### src/rtl/fracn_pkg.sv
package fracn_pkg;
  localparam int DIGIT_W = 4;

  // Decimal add of one digit with carry; returns {carry, digit}
  function automatic logic [4:0] bcd_digit_add(input logic [3:0] a,
                                                input logic [3:0] b,
                                                input logic       cin);
    logic [4:0] raw;
    logic [4:0] adj;
    raw = {1'b0, a} + {1'b0, b} + {4'b0000, cin};
    adj = raw + 5'd6;
    if (raw > 5'd9) bcd_digit_add = {1'b1, adj[3:0]};
    else            bcd_digit_add = {1'b0, raw[3:0]};
  endfunction
endpackage

### src/rtl/strobe_sync.sv
module strobe_sync #(
  parameter int STAGES = 2
) (
  input  logic clk,
  input  logic rst,
  input  logic din,
  output logic rise
);
  logic [STAGES:0] sh_q;

  always_ff @(posedge clk) begin
    if (rst) sh_q <= '0;
    else     sh_q <= {sh_q[STAGES-1:0], din};
  end

  assign rise = sh_q[STAGES-1] & ~sh_q[STAGES];


  single_rise_chk: assert property (@(posedge clk) disable iff (rst)
    rise |=> !rise);
endmodule

### src/rtl/bcd_accum.sv
module bcd_accum
  import fracn_pkg::*;
#(
  parameter int DIGITS = 2,
  localparam int W = DIGITS * DIGIT_W
) (
  input  logic         clk,
  input  logic         rst,
  input  logic         add_en,
  input  logic [W-1:0] frac,
  output logic [W-1:0] acc_q,
  output logic         ovf_q
);
  logic [DIGITS:0] carry;
  logic [W-1:0]    sum;

  assign carry[0] = 1'b0;

  for (genvar d = 0; d < DIGITS; d++) begin : g_digit
    logic [4:0] res;
    assign res = bcd_digit_add(acc_q[d*DIGIT_W +: DIGIT_W],
                               frac[d*DIGIT_W +: DIGIT_W], carry[d]);
    assign sum[d*DIGIT_W +: DIGIT_W] = res[3:0];
    assign carry[d+1] = res[4];


    digit_decimal_chk: assert property (@(posedge clk) disable iff (rst)
      acc_q[d*DIGIT_W +: DIGIT_W] <= 4'd9);
  end

  always_ff @(posedge clk) begin
    if (rst) begin
      acc_q <= '0;
      ovf_q <= 1'b0;
    end else begin
      ovf_q <= add_en & carry[DIGITS];
      if (add_en) acc_q <= sum;
    end
  end


  ovf_after_add_chk: assert property (@(posedge clk) disable iff (rst)
    ovf_q |-> $past(add_en));

  ovf_wraps_below_frac_chk: assert property (@(posedge clk) disable iff (rst)
    ovf_q |-> (acc_q < $past(frac)));

  residue_hold_chk: assert property (@(posedge clk) disable iff (rst)
    !add_en |=> $stable(acc_q));
endmodule

### src/rtl/swallow_counter.sv
module swallow_counter #(
  parameter int N_W = 8
) (
  input  logic           clk,
  input  logic           rst,
  input  logic [N_W-1:0] n_mod,
  input  logic           swallow_req,
  output logic           tick_q
);
  logic           pend_q;
  logic [N_W-1:0] cnt_q;
  logic           en;

  assign en = ~pend_q;

  always_ff @(posedge clk) begin
    if (rst) begin
      pend_q <= 1'b0;
      cnt_q  <= '0;
      tick_q <= 1'b0;
    end else begin
      pend_q <= swallow_req;
      tick_q <= 1'b0;
      if (en) begin
        if (cnt_q >= n_mod - 1'b1) begin
          cnt_q  <= '0;
          tick_q <= 1'b1;
        end else begin
          cnt_q <= cnt_q + 1'b1;
        end
      end
    end
  end


  swallow_hold_chk: assert property (@(posedge clk) disable iff (rst)
    pend_q |=> ($stable(cnt_q) && !tick_q));

  tick_at_zero_chk: assert property (@(posedge clk) disable iff (rst)
    tick_q |-> (cnt_q == '0));

  tick_single_chk: assert property (@(posedge clk) disable iff (rst)
    tick_q |=> !tick_q);
endmodule

### src/rtl/fracn_swallow_div.sv
module fracn_swallow_div #(
  parameter int N_W         = 8,
  parameter int DIGITS      = 2,
  parameter int SYNC_STAGES = 2,
  localparam int F_W = DIGITS * fracn_pkg::DIGIT_W
) (
  input  logic           clk,
  input  logic           rst,
  input  logic [N_W-1:0] n_mod,
  input  logic [F_W-1:0] frac_bcd,
  input  logic           ref_strobe,
  output logic           div_out,
  output logic           ovf_flag,
  output logic [F_W-1:0] residue_bcd
);
  logic add_pulse;

  strobe_sync #(.STAGES(SYNC_STAGES)) u_sync (
    .clk (clk),
    .rst (rst),
    .din (ref_strobe),
    .rise(add_pulse)
  );

  bcd_accum #(.DIGITS(DIGITS)) u_acc (
    .clk   (clk),
    .rst   (rst),
    .add_en(add_pulse),
    .frac  (frac_bcd),
    .acc_q (residue_bcd),
    .ovf_q (ovf_flag)
  );

  swallow_counter #(.N_W(N_W)) u_cnt (
    .clk        (clk),
    .rst        (rst),
    .n_mod      (n_mod),
    .swallow_req(ovf_flag),
    .tick_q     (div_out)
  );


  reset_quiet_chk: assert property (@(posedge clk)
    $past(rst) |-> (residue_bcd == '0 && !ovf_flag && !div_out));
endmodule

### config.mk
export PLATFORM = sky130hd
export DESIGN_NAME = fracn_swallow_div
export DESIGN_NICKNAME = d
export VERILOG_FILES = /design/src/rtl/fracn_pkg.sv /design/src/rtl/strobe_sync.sv /design/src/rtl/bcd_accum.sv /design/src/rtl/swallow_counter.sv /design/src/rtl/fracn_swallow_div.sv
export SDC_FILE = /design/constraint.sdc
export NUM_CORES = 1
export LEC_CHECK = 0
export BUFFER_PORTS_ARGS = -buffer_cell sky130_fd_sc_hd__buf_2
export CAP_MARGIN = 20
export CORE_MARGIN = 2
export CORE_UTILIZATION = 40
export DETAILED_ROUTE_END_ITERATION = 16
export GPL_TIMING_DRIVEN = 0
export MAX_ROUTING_LAYER = met4
export PLACE_DENSITY_LB_ADDON = 0.2
export SETUP_SLACK_MARGIN = 0.4
export SLEW_MARGIN = 20
export SYNTH_ARGS = -nofsm -noshare
export SYNTH_HDL_FRONTEND = slang
export SYNTH_SLANG_ARGS = --single-unit
### constraint.sdc
create_clock -name clk -period 3.8 [get_ports clk]
set_input_delay 0.38 -clock clk [delete_from_list [all_inputs] [get_ports clk]]
set_output_delay 0.38 -clock clk [all_outputs]
set_load 0.05 [all_outputs]
==> results by group, run 1 <==
Run status
  – Status: completed

STA
  – Final Hold Viols: 0
  – RSZ-0062 raised after global routing: yes
  – Fmax: ~280 MHz
  – Clock Skews: roughly 0.0045 ns
  – Final hold slack: about 0.32 ns
  – Final setup fails: 0
  – Worst relative slew slack: 66.3%
  – Final min period: 3.55 ns
  – Tcrit/Tclk final: 93.5%
  – Slew Viols, Final: 0
  – Slew @ Worst Pin: about 0.51 ns
  – Final TNS setup: 0 ns

Place
  – Dpl hpwl: 2600 µm
  – GPL Wtd Cong: around 0.73
  – Post-Place Cell Area: about 1900 µm²
  – Buffers added on ports: 27

Setup path
  – Req. time, crit path: around 4.0 ns
  – WP data arrival: ~3.7 ns
  – Crit start category: flip-flop
  – Critical path endpoint category: flip-flop
  – RR Endpoint: u_acc.acc_q[5]
  – Reg2reg setup slack: roughly 0.25 ns
  – Crit path from: u_acc.acc_q[0]
  – Crit path capture: u_acc.acc_q[5]
  – Crit Path Category: reg2reg
  – Crit Path Max Fanout: 5
  – Reg2reg path depth: 17
  – RR Startpoint: u_acc.acc_q[0]

Logic synthesis
  – Post-Syn Nets: roughly 220
  – Cell Area, Synth: around 1600 µm²
  – Synth async-reset ratio: 0%
  – Seq/Total Area, Yosys: a little over a quarter
  – Synthesized flop and latch total: 22
  – Post-synth EDFFs: 0
  – Post-synth top area cell: dfxtp_1
  – Top cell type's share of synthesized area: between 20% and 30%
  – Most common flop cell mapped by yosys: dfxtp_1
  – Warning count from the yosys run: 0
  – Average cell area after synthesis: ~8.9 µm²
  – Gate Count Post-Synth: about 180
  – Post-synth cell types: 43
  – Synth top area cells: dfxtp_1 (27%), ha_1 (16%), xnor2_1 (4.9%)

Detailed routing
  – Initial DRC Count: 31
  – Routed wire length: roughly 3500 µm
  – Vias: between 1000 and 1500
  – Wire per inst: 12.8 µm
  – Vias per Instance: between 5 and 6
  – DRC: 0
  – Routed Antenna Nets: 0
  – DRT Pass-1 Iters: 4

GRT
  – Met3 Use GR: approximately 2.5%
  – GR peak layer: met2
  – Initial antenna violation count: 0
  – Total GRT Usage: ~17%
  – GR Util met2: between 20% and 30%
  – First-pass GRT wire length: 5700 µm
  – Congestion Overflow GR: 0
  – Met1 Track Usage GR: between 20% and 30%
  – Vias in the first global route: approximately 1200
  – Pin count of the biggest net entering global routing: 14

Clock tree
  – H-tree depth: 1
  – Cts-stage hold buffer count: 0
  – Reg clk slew, reported paths: ~0.08 ns
  – CTS Sinks: 22
  – Cts bufs inserted: 3
  – CTS tree: done
  – CTS root buf: clkbuf_8
  – Worst-skew pair later-pin latency: 0.27 ns
  – Max Buffers Root-to-Sink: 2

Die
  – Die X: 67.5 µm
  – Die area: 4560 µm²
  – Starting Density: between 40% and 50%
  – Core region area: just under 4000 µm²
  – Row count: 23
  – Vert. Die Dim: between 60 and 70 µm
  – # IOs: 29

Power and ir drop
  – PwrDens: ~370 nW/µm²
  – Static Leakage: 0.914 nW
  – Peak VDD IR: about 0.20 mV
  – Total power: about 0.00077 W

Layout
  – Final Cell Area: 2090 µm²
  – Final Util: between 50% and 60%
  – Nets@finish: 270
  – Fill cell count: 383
  – Layout Area Growth over Synthesis: 29.6%
  – # diodes: 0
  – Share of layout cells above drive strength 1: approximately 31%

Flow run
  – Max_cap viols: 0

Hold path
  – Worst hold path type: in2reg
-- Yosys cell counts (6+ instances only) --
| library cell | n |
|---|---|
| nand2_1 | 10 |
| dfxtp_1 | 22 |
| a21oi_1 | 9 |
| nor2b_1 | 7 |
| xnor2_1 | 9 |
| xor2_1 | 6 |
| nor3_1 | 7 |
| ha_1 | 20 |
| inv_1 | 12 |
| a211oi_1 | 8 |
| nor2_1 | 9 |
-- flip-flops by register name, summed over array words and instances (netlist names) --
name,cells
u_acc.acc_q,8
u_cnt.cnt_q,8
u_sync.sh_q,3
u_acc.ovf_q,1
u_cnt.pend_q,1
u_cnt.tick_q,1
-- worst min path at each step --
stage | from | endpoint | slack (ns) | depth (start not counted)
after floorplan | u_sync.sh_q[0] | u_sync.sh_q[1] | 0.41 | 1
after global placement | u_sync.sh_q[0] | u_sync.sh_q[1] | 0.43 | 1
after detailed placement | u_sync.sh_q[0] | u_sync.sh_q[1] | 0.43 | 1
after CTS | ref_strobe | u_sync.sh_q[0] | 0.31 | 2
after global routing | ref_strobe | u_sync.sh_q[0] | 0.32 | 2
final | ref_strobe | u_sync.sh_q[0] | 0.32 | 2
-- metrics by stage --
step	worst slack (ns)	cells
2_1_floorplan	0.139	181
3_3_place_gp	-0.128	258
3_5_place_dp	-0.136	258
4_1_cts	0.221	275
5_1_grt	0.126	277
6_report	0.246	277
-- logic make-up after synthesis --
family          synth area share (%)
compound gates                  20.1
xor+xnor                        8.15
fa+ha+maj                       19.2
buf+inv                         4.19
flops                           27.3
simple gates                    21.0
-- routing by layer --
| layer | routed length [µm] | vias to the layer above |
|---|---|---|
| li1 | - | 753 |
| met1 | 1830 | 680 |
| met2 | 1560 | 21 |
| met3 | 92 | 5 |
| met4 | 46 | 0 |
| met5 | 0 | - |
-- repair_timing --
| item | 4_1_cts | 5_1_grt |
|---|---|---|
| pin swaps | 15 | 7 |
| setup endpoints to repair | 4 | 4 |
| setup buffers | 13 | 2 |
| hold endpoints to repair | 0 | 0 |
| resized for setup | 5 | 1 |
-- power by group --
group | total [W] | leakage (nW) | switching (W) | internal, W
registers | 0.000252 | 0.181 | 0.0000107 | 0.000242
clock network | 0.000195 | 0.0339 | 0.0000807 | 0.000114
logic | 0.000322 | 0.699 | 0.000166 | 0.000156
total | 0.000770 | 0.914 | 0.000257 | 0.000512
-- cells in the final DEF, fill, tap and decap left out, types with 2 or more instances in the layout --
| cell | count |
|---|---|
| ha_1 | 16 |
| nand3_1 | 4 |
| dfxtp_1 | 19 |
| nor3b_1 | 5 |
| a21o_1 | 5 |
| fa_2 | 3 |
| nand2b_1 | 3 |
| nor2_1 | 9 |
| nor2b_1 | 7 |
| buf_4 | 15 |
| inv_2 | 3 |
| xor2_1 | 5 |
| clkbuf_8 | 3 |
| dfxtp_4 | 2 |
| buf_2 | 27 |
| nor4_2 | 2 |
| nor3_1 | 7 |
| a21oi_1 | 8 |
| xnor2_1 | 8 |
| ha_4 | 2 |
| nand2_1 | 10 |
| a311oi_1 | 2 |
| o21ai_0 | 2 |
| o21ai_1 | 2 |
| o2111ai_1 | 2 |
| nand3b_1 | 2 |
| and3_1 | 2 |
| a211oi_1 | 8 |
| inv_1 | 9 |
| and4_1 | 2 |
| clkbuf_1 | 4 |
| a21o_2 | 2 |
| a211o_1 | 3 |
| ha_2 | 2 |
-- worst max-delay path: stages (launching register included) --
cell     delay (ns)
dfxtp_4        0.36
ha_4           0.12
inv_2          0.03
fa_2           0.38
xor2_4         0.21
ha_2           0.20
nand2_1        0.05
a32oi_2        0.23
a21oi_2        0.09
fa_2           0.37
inv_2          0.06
fa_2           0.21
xnor2_2        0.11
ha_4           0.19
a22oi_2        0.23
a31oi_4        0.15
buf_4          0.18
a211o_1        0.28
-- layout make-up --
cell class	count	area, µm²	area share (%)
multi-input cells	141	1200	57.3
plain buffers	5	18.8	0.898
well taps	50	62.6	2.99
flip-flops and latches	22	449	21.5
clock buffers	4	66.3	3.17
inverters	13	48.8	2.33
repair buffers	42	248	11.8
No activity file was read; power rests on OpenSTA's default activity.
==> run 2: changes to the inputs <==
--- a/config.mk
+++ b/config.mk
@@ -12,5 +12,4 @@
 export DETAILED_ROUTE_END_ITERATION = 16
 export GPL_TIMING_DRIVEN = 0
-export MAX_ROUTING_LAYER = met4
 export PLACE_DENSITY_LB_ADDON = 0.2
 export SETUP_SLACK_MARGIN = 0.4
==> constraint.sdc (replaced) <==
create_clock -name clk -period 3.8 [get_ports clk]
set_input_delay 0.38 -clock clk [delete_from_list [all_inputs] [get_ports clk]]
set_output_delay 0.38 -clock clk [all_outputs]
set_load 0.005 [all_outputs]
==> run 2 against run 1 <==
Die area unchanged; non-clock buffer count decreased by 2; clock skew decreased by 0.0022 ns; first-iteration DRC count decreased by 32%; final cell count decreased by 0.72%; clock-buffer cell count decreased by 1; cell area decreased by 1.3%; fmax increased by 0.87%; sequential power about the same; sequential share of layout area decreased by 0.090 points; critical endpoint unchanged.
==> results by group, run 2 (same netlist as run 1, synthesis figures left out) <==
Run status
  – Status: completed

Setup path
  – Cell mode on critical path: inv_2
  – WP buf/inv: 3 (unchanged)
  – WP data arrival: 3.69 ns (-0.03 ns)
  – Req. time, crit path: 3.96 ns (about the same)
  – CP cell instances: ha_4 -> inv_2 -> fa_2 -> xor2_4 -> ha_2 -> nand2_1 -> a32oi_2 -> a21oi_2 -> fa_2 -> inv_2 -> fa_1 -> inv_2 -> ha_4 -> a22oi_2 -> a31oi_4 -> nor4_1 -> a211o_1
  – Worst-path cell with the longest stage delay: fa_1
  – Crit Path Category: reg2reg
  – Crit start category: flip-flop
  – Crit path max-delay family: adder cells
  – CP peak stage delay: 0.45 ns (+0.07 ns)
  – Critical path endpoint category: flip-flop
  – Crit Path Max Fanout: 5 (unchanged)

Detailed routing
  – Routed wire length: 3440 µm (-2.6%)
  – Vias: 1421 (-2.6%)
  – Wire per inst: 12.5 µm (-1.9%)
  – Routed Antenna Nets: 0 (unchanged)
  – DRC: 0 (unchanged)
  – DRT Pass-1 Iters: 4 (unchanged)
  – Vias per Instance: 5.17 (-1.9%)
  – Initial DRC Count: 21 (-32%)

GRT
  – Vias in the first global route: 1293 (+4.7%)
  – Initial antenna violation count: 0 (unchanged)
  – Pin count of the biggest net entering global routing: 14 (unchanged)
  – Total GRT Usage: 16.5% (-0.32 points)
  – First-pass GRT wire length: 5710 µm (+0.12%)
  – Congestion Overflow GR: 0 (unchanged)

Layout
  – Nets@finish: 268 (-0.74%)
  – Most frequent cells in the layout: buf_2 (27), dfxtp_1 (21), ha_1 (16)
  – Footprint of the multi-input gates: 1190 µm² (-0.73%)
  – Sequential cell area: 442 µm² (-1.7%)
  – Leading cell type in the layout, fill and taps excluded: buf_2
  – Layout Area Growth over Synthesis: 28.0%
  – Final Non-Filler Cells: 275 (-0.72%)
  – Fill cell count: 366 (-4.4%)
  – # diodes: 0 (unchanged)
  – Share of layout cells above drive strength 1: 28.9% (-2.4 points)
  – Largest registers: u_acc.acc_q (8), u_cnt.cnt_q (8), u_sync.sh_q (3)

Power and ir drop
  – PwrDens: 370 nW/µm² (+0.48%)
  – Peak VDD IR: 0.200 mV (+0.15%)
  – Static Leakage: 0.906 nW (-0.91%)

Die
  – # IOs: 29 (unchanged)
  – Die X: 67.5 µm (unchanged)
  – Core region area: 3940 µm² (unchanged)
  – Row count: 23 (unchanged)
  – Die area: 4560 µm² (unchanged)
  – Starting Density: 40.9% (unchanged)
  – Vert. Die Dim: 67.5 µm (unchanged)

Clock tree
  – Cts bufs inserted: 3 (unchanged)
  – CTS Sinks: 22 (unchanged)
  – Worst-skew pair later-pin latency: 0.27 ns (about the same)
  – Reg clk slew, reported paths: 0.08 ns (about the same)
  – CTS tree: done
  – Cts-stage hold buffer count: 0 (unchanged)
  – Max Buffers Root-to-Sink: 2 (unchanged)
  – CTS root buf: clkbuf_8
  – H-tree depth: 1 (unchanged)

Place
  – Buffers added on ports: 27 (unchanged)
  – DP Cell Count: 258 (unchanged)
  – Dpl hpwl: 2510 µm (-3.3%)
  – GPL Wtd Cong: 0.820 (+12%)

STA
  – Final setup fails: 0 (unchanged)
  – Tcrit/Tclk final: 92.7% (-0.81 points)
  – Clock Skews: 0.00228 ns (-0.00223 ns)
  – Fmax: 284 MHz (+0.87%)
  – Slew Viols, Final: 0 (unchanged)
  – Worst relative slew slack: 66.7% (+0.43 points)
  – Final min period: 3.52 ns (-0.0306 ns)
  – Final Hold Viols: 0 (unchanged)
  – RSZ-0062 raised after global routing: yes
  – Slew @ Worst Pin: 0.495 ns (-0.00999 ns)
  – Final TNS setup: 0 ns (unchanged)
  – Final hold slack: 0.313 ns (-0.00672 ns)

Flow run
  – Max_cap viols: 0 (unchanged)

Hold path
  – Worst hold path type: in2reg
## run 2: changes by cell type in the layout (fill, tap and decap cells not counted), sizes merged
| cell | delta |
|---|---|
| bufinv | +1 |
| buf | -2 |
| clkbuf | -1 |
## run 2: area by class of cell
class / instances / area share (%)
inverter: 13 / 2.36
clock buffer: 3 / 2.00
clock inverter: 1 / 1.45
sequential: 22 / 21.4
buffer: 5 / 0.909
tap: 50 / 3.03
timing repair buffer: 40 / 11.3
multi-input combinational: 141 / 57.6
## run 2: final timing paths
kind	slack, ns	to	startpoint	cells after the start
worst max-delay path	0.28	u_acc.acc_q[5]	u_acc.acc_q[0]	17
worst min-delay path	0.31	u_sync.sh_q[0]	ref_strobe	2
worst min register to register	0.44	u_sync.sh_q[1]	u_sync.sh_q[0]	1
worst max register to register	0.28	u_acc.acc_q[5]	u_acc.acc_q[0]	17
## run 2: stage by stage
| step | total power (W) | utilization, % | worst slack [ns] | instance area (µm²) |
|---|---|---|---|---|
| global placement | 0.000478 | 47.6 | -0.0875 | 1880 |
| floorplan | 0.000429 | - | 0.262 | 1680 |
| finish | 0.000764 | 52.4 | 0.276 | 2060 |
| detailed placement | 0.000480 | 47.6 | -0.0991 | 1880 |
| global route | 0.000805 | 52.4 | 0.149 | 2060 |
| CTS | 0.000749 | 51.8 | 0.292 | 2040 |
## run 2: routing by layer
| layer | track usage (%) | up-vias | wire (µm) |
|---|---|---|---|
| li1 | - | 750 | - |
| met3 | 2.50 | 5 | 92 |
| met2 | 25.5 | 19 | 1540 |
| met5 | 0 | - | 0 |
| met4 | 8.16 | 0 | 59 |
| met1 | 22.3 | 647 | 1750 |
## run 2: where the power goes
group          switching (W)  total (W)  internal, W
sequential         0.0000106   0.000253     0.000242
combinational       0.000137   0.000290     0.000153
clock              0.0000805   0.000221     0.000141
## run 2: repair_timing
item,in CTS,in global routing
resized for setup,4,0
pin swaps,11,4
endpoints found under the setup margin,4,4
cloned,0,0
setup buffers,10,3
